==> src/rtl/crc_slice_pkg.sv <==
package crc_slice_pkg;

  localparam int SLICE_W = 16;
  localparam int GRP_W   = 4;
  localparam int N_GRP   = SLICE_W / GRP_W;
  localparam int SEL_W   = 4;

  typedef struct packed {
    logic [SLICE_W-1:0] taps;
    logic [N_GRP-1:0]   grp_set;
    logic               lsb_from_fb;
    logic               invert_cw;
  } slice_cfg_t;

  // Role table: tap share, preset groups, LSB source, check word polarity.
  function automatic slice_cfg_t cfg_lookup(input logic [SEL_W-1:0] code);
    slice_cfg_t c;
    c = '0;
    case (code)
      4'd1: c = '{taps: 16'h8005, grp_set: 4'b1111, lsb_from_fb: 1'b1, invert_cw: 1'b0};
      4'd2: c = '{taps: 16'h1021, grp_set: 4'b1111, lsb_from_fb: 1'b1, invert_cw: 1'b0};
      4'd3: c = '{taps: 16'h04C1, grp_set: 4'b1111, lsb_from_fb: 1'b0, invert_cw: 1'b1};
      4'd4: c = '{taps: 16'h1DB7, grp_set: 4'b1111, lsb_from_fb: 1'b1, invert_cw: 1'b1};
      4'd5: c = '{taps: 16'h8222, grp_set: 4'b1111, lsb_from_fb: 1'b0, invert_cw: 1'b0};
      4'd6: c = '{taps: 16'hF080, grp_set: 4'b1111, lsb_from_fb: 1'b0, invert_cw: 1'b0};
      4'd7: c = '{taps: 16'h4BDA, grp_set: 4'b1111, lsb_from_fb: 1'b0, invert_cw: 1'b0};
      4'd8: c = '{taps: 16'h2300, grp_set: 4'b1100, lsb_from_fb: 1'b0, invert_cw: 1'b0};
      default: c = '0;
    endcase
    return c;
  endfunction

endpackage

==> src/rtl/crc_slice_rst_sync.sv <==
module crc_slice_rst_sync #(
  parameter int STAGES = 2
) (
  input  logic clk,
  input  logic rst_n,
  output logic rst_n_sync
);

  logic [STAGES-1:0] sync_q;
  logic [STAGES-1:0] sync_d;

  always_comb begin
    sync_d = {sync_q[STAGES-2:0], 1'b1};
  end

  always_ff @(posedge clk or negedge rst_n) begin
    if (!rst_n) begin
      sync_q <= '0;
    end else begin
      sync_q <= sync_d;
    end
  end

  assign rst_n_sync = sync_q[STAGES-1];

endmodule

==> src/rtl/crc_slice_cfg_rom.sv <==
module crc_slice_cfg_rom
  import crc_slice_pkg::*;
(
  input  logic [SEL_W-1:0]   sel,
  output logic [SLICE_W-1:0] taps,
  output logic [SLICE_W-1:0] preset_val,
  output logic               lsb_from_fb,
  output logic               invert_cw
);

  slice_cfg_t cfg;

  always_comb begin
    cfg = cfg_lookup(sel);
  end

  assign taps        = cfg.taps;
  assign lsb_from_fb = cfg.lsb_from_fb;
  assign invert_cw   = cfg.invert_cw;

  // Expand each group's set/clear choice across its bits.
  for (genvar g = 0; g < N_GRP; g++) begin : g_grp
    assign preset_val[g*GRP_W +: GRP_W] = {GRP_W{cfg.grp_set[g]}};
  end

endmodule

==> src/rtl/crc_slice_shreg.sv <==
module crc_slice_shreg #(
  parameter int W = 16
) (
  input  logic         clk,
  input  logic         arst_n,
  input  logic         preset_n,
  input  logic         shift_en,
  input  logic [W-1:0] taps,
  input  logic [W-1:0] preset_val,
  input  logic         lsb_from_fb,
  input  logic         sei,
  input  logic         rfb,
  output logic [W-1:0] q
);

  logic [W-1:0] q_r;
  logic [W-1:0] q_nxt;

  // Galois step: each bit takes its lower neighbour, XORed with the
  // broadcast feedback wherever this slice holds a tap.
  assign q_nxt[0] = lsb_from_fb ? rfb : (sei ^ (taps[0] & rfb));
  for (genvar i = 1; i < W; i++) begin : g_bit
    assign q_nxt[i] = q_r[i-1] ^ (taps[i] & rfb);
  end

  always_ff @(posedge clk or negedge arst_n) begin
    if (!arst_n) begin
      q_r <= '0;
    end else if (!preset_n) begin
      q_r <= preset_val;
    end else if (shift_en) begin
      q_r <= q_nxt;
    end
  end

  assign q = q_r;

  // a stalled cycle keeps the register contents
  a_r3_hold_when_stalled: assert property (@(posedge clk) disable iff (!arst_n)
    (preset_n && !shift_en) |=> $stable(q_r));

  // preset overrides any pending shift
  a_r2_preset_wins: assert property (@(posedge clk) disable iff (!arst_n)
    (!preset_n) |=> (q_r == $past(preset_val)));

endmodule

==> src/rtl/crc_slice.sv <==
module crc_slice
  import crc_slice_pkg::*;
#(
  parameter int SYNC_STAGES = 2
) (
  input  logic               clk,
  input  logic               rst_n,
  input  logic [SEL_W-1:0]   sel,
  input  logic               preset_n,
  input  logic               shift_en,
  input  logic               cwg,
  input  logic               din,
  input  logic               sei,
  input  logic               rfb,
  output logic [SLICE_W-1:0] q,
  output logic               ro,
  output logic               fb_out,
  output logic               dcw,
  output logic               nonzero
);

  logic               arst_n;
  logic [SLICE_W-1:0] taps_w;
  logic [SLICE_W-1:0] preset_w;
  logic               lsb_fb_w;
  logic               inv_w;
  logic [SLICE_W-1:0] q_w;

  crc_slice_rst_sync #(.STAGES(SYNC_STAGES)) u_rst (
    .clk        (clk),
    .rst_n      (rst_n),
    .rst_n_sync (arst_n)
  );

  crc_slice_cfg_rom u_rom (
    .sel         (sel),
    .taps        (taps_w),
    .preset_val  (preset_w),
    .lsb_from_fb (lsb_fb_w),
    .invert_cw   (inv_w)
  );

  crc_slice_shreg #(.W(SLICE_W)) u_reg (
    .clk         (clk),
    .arst_n      (arst_n),
    .preset_n    (preset_n),
    .shift_en    (shift_en),
    .taps        (taps_w),
    .preset_val  (preset_w),
    .lsb_from_fb (lsb_fb_w),
    .sei         (sei),
    .rfb         (rfb),
    .q           (q_w)
  );

  assign q       = q_w;
  assign ro      = q_w[SLICE_W-1];
  assign fb_out  = cwg & (din ^ q_w[SLICE_W-1]);
  assign dcw     = cwg ? din : (q_w[SLICE_W-1] ^ inv_w);
  assign nonzero = |q_w;

  // the off code behaves as a plain shift register fed from below
  a_r6_off_code_shifts: assert property (@(posedge clk) disable iff (!arst_n)
    (sel == '0 && preset_n && shift_en) |=>
      (q == {$past(q[SLICE_W-2:0]), $past(sei)}));

  // the off code clears on preset
  a_r2_off_code_clears: assert property (@(posedge clk) disable iff (!arst_n)
    (sel == '0 && !preset_n) |=> (q == '0 && !nonzero));

  // the lowest 56th-order slice keeps its low byte clear on preset
  a_r2_low_byte_clear: assert property (@(posedge clk) disable iff (!arst_n)
    (sel == 4'd8 && !preset_n) |=> (q == 16'hFF00));

  // a slice holding the constant term loads the feedback bit into bit 0
  a_r5_lsb_from_feedback: assert property (@(posedge clk) disable iff (!arst_n)
    (sel == 4'd1 && preset_n && shift_en) |=> (q[0] == $past(rfb)));

endmodule

==> config.mk <==
export PLATFORM = sky130hd
export DESIGN_NAME = crc_slice
export DESIGN_NICKNAME = d
export VERILOG_FILES = /design/src/rtl/crc_slice_pkg.sv /design/src/rtl/crc_slice_rst_sync.sv /design/src/rtl/crc_slice_cfg_rom.sv /design/src/rtl/crc_slice_shreg.sv /design/src/rtl/crc_slice.sv
export SDC_FILE = /design/constraint.sdc
export NUM_CORES = 1
export LEC_CHECK = 0
export CAP_MARGIN = 20
export CORE_ASPECT_RATIO = 1.2
export CORE_MARGIN = 3
export CORE_UTILIZATION = 68
export CTS_CLUSTER_SIZE = 40
export DETAILED_ROUTE_END_ITERATION = 6
export DONT_BUFFER_PORTS = 1
export PLACE_DENSITY = 0.84
export SLEW_MARGIN = 20
export SYNTH_ARGS = -nofsm -noshare
export SYNTH_HDL_FRONTEND = slang
export SYNTH_HIERARCHICAL = 1
export SYNTH_SLANG_ARGS = --single-unit
==> constraint.sdc <==
create_clock -name clk -period 3.7 [get_ports clk]
set_input_delay 0.74 -clock clk [delete_from_list [all_inputs] [get_ports clk]]
set_output_delay 0.74 -clock clk [all_outputs]
set_load 0.02 [all_outputs]
==> run metrics <==
status completed; met1 wire length 1.26 mm; core area about 2100 um2; I/O Pins 32; worst r2r path cells 2; Max rail drop VDD about 250 uV; CTS Sinks 18; Lkg Pwr 0.000612 uW; fmax around 350 MHz; Vias/cell between 6 and 7; # fillers 171; Power Total 514 uW; vias in the first global route 1202; GR Util All Layers a little under a quarter; final setup violation count 0; Clock Path Buffers 2; Psw ~180 uW; met2 wire length 1.50 mm; register area share after synthesis approximately 28%; top sig layer met4; chip width 50.2 um; Period minus WS final 2860 ps; RSZ-0062 raised after global routing false; Worst Tran Pin Value 629 ps; dpl cells 181; Final Max Tran Viols 0; WS Path Type in2out; DP HPWL approximately 2.3 mm; GRT overflow 0; Initial Util 74.4%; metal3 WL roughly 230 um; post-route setup TNS 0 ps; Worst-path clk slew 100 ps; # rows 18; Synth Instances 176; post-synth top area share roughly 28%; port buffer count 0; post_cts resized 0; CTS tree yes; Synth Register Bits 18; Wirelength per Cell ~16 um; cts hold-fix bufs 0; syn_nets 194; drt drc 0; Antenna Nets Post-Route 0; switching share of power 35.6%; syn_area_per_cell 9.04 um2; Gate power share between 20% and 30%; synthesized area 1590 um2; CTS H-tree depth 1; Synth area leader dfrtp_1; DRT Pass-1 Iters 4; share of layout cells above drive strength 1 21.3%; iteration-0 DRC count of the detailed router 48; top cells by area, synth dfrtp_1 28%, nand2_1 9.9%, buf_4 9.0%, xor2_1 8.8%, o221ai_2 6.6%; PD cells roughly 350 nW/um2; Data required, critical path 2960 ps; Power Internal 331 uW; critical path data arrival time 2120 ps; cts bufs inserted 3; routed vias 1119; commonest non-fill, non-tap cells in the layout 42 x nand2_1, 18 x dfrtp_1, 16 x xor2_1, 7 x o221ai_2, 7 x nor2_1; RD Place Congestion 0.880; Post CTS Setup Buffer Count 0; Worst setup SP type primary input; Slew HR approximately 58%; Root Buffer clkbuf_4; height of the die 59.0 um; clock skew approximately 0.6 ps; non-filler instance count after layout around 190; fin crit share between 70 and 80%; Routed WL 3.05 mm; HP Class in2async; sequential power share between 50% and 60%; Yosys cell types 35; synth-to-layout area growth -7.78%; Clk network pwr share a little under a quarter; YS warnings 6; most common cell after layout, fill and taps aside nand2_1; Crit. Startpoint sel[0]; largest net degree at the start of global routing 18; first-pass GRT wire length 5.42 mm; Crit. End Element primary output; area of the die 2960 um2; Clock Latency Late Sink 280 ps; final hold vios 0; antenna violations before repair 0; RR Startpoint u_reg/q[15]; Max Cap Violations 0; worst-path fanout max 5; ant diodes 0; nets about 170
[metrics by stage]
step | cell area (um2) | util, % | setup slack, ps | hold slack, ps
2_1_floorplan | 1590 | - | 983 | 200
3_3_place_gp | 1430 | 66.9 | 878 | 278
3_5_place_dp | 1430 | 66.9 | 822 | 281
4_1_cts | 1470 | 68.6 | 819 | 124
5_1_grt | 1470 | 68.6 | 673 | 112
6_report | 1470 | 68.6 | 843 | 136
[synthesized netlist by cell type, drive strengths merged]
| library cell | instances |
|---|---|
| inv | 5 |
| nor3 | 2 |
| xor2 | 16 |
| xnor2 | 1 |
| a21oi | 6 |
| ha | 6 |
| nand3b | 1 |
| a22oi | 3 |
| or2b | 1 |
| conb | 1 |
| nor4 | 4 |
| o221ai | 12 |
| buf | 25 |
| o21bai | 1 |
| dfrtp | 18 |
| o21ai | 9 |
| mux2i | 1 |
| nor2b | 4 |
| a31o | 1 |
| nor2 | 7 |
| nand2b | 5 |
| and2 | 1 |
| nand4 | 1 |
| nand2 | 44 |
| a2bb2oi | 1 |
[sequential cells by signal, indices dropped and copies added, names as in the netlist]
signal        flops
u_reg/q          16
u_rst/sync_q      2
[cells by family (layout without fill, tap and decap cells)]
logic type,Yosys count,in the layout,share of synthesized area (%)
mux,1,1,0.629
simple gates,70,70,23.7
buf+inv,30,9,13.6
fa+ha+maj,6,6,4.72
flops,18,18,28.3
other cells,1,1,0.236
xor+xnor,17,17,9.36
compound gates,33,33,19.4
[area by class of cell]
type | instances | area [um2] | share of cell area, %
Clock buffer | 4 | 36.3 | 2.47
Multi-Input combinational cell | 128 | 925 | 63.0
Inverter | 5 | 18.8 | 1.28
Tap cell | 30 | 37.5 | 2.56
Sequential cell | 18 | 450 | 30.7
[power by group through the flow]
| stage | registers [uW] | logic (uW) | clock network (uW) |
|---|---|---|---|
| after global routing | 288 | 126 | 126 |
| after CTS | 283 | 113 | 121 |
| after detailed placement | 287 | 112 | 0 |
| final | 283 | 113 | 118 |
| after global placement | 287 | 109 | 0 |
| after floorplan | 275 | 131 | 0 |
[worst max-delay path, cell delays in order]
cell and delay, ps:
inv_1 140, ha_1 340, nand2_4 110, a21oi_2 190, xnor2_1 70, o21ai_0 520
[per-layer routing]
metal	GRT usage, %	up-vias
li1	-	537
met1	29.2	534
met2	38.1	42
met3	7.05	6
met4	9.49	0
met5	0	-
[final timing paths]
check | endpoint | slack (ps)
hold reg to reg | u_reg/q[13] | 270
setup / recovery | dcw | 840
max in group asynchronous | u_reg/q[11] | 3030
hold / removal | u_rst/sync_q[1] | 140
min in group clk | u_rst/sync_q[1] | 370
setup reg to reg | u_reg/q[15] | 2620
Note: power is estimated with default switching activity, not from simulation.
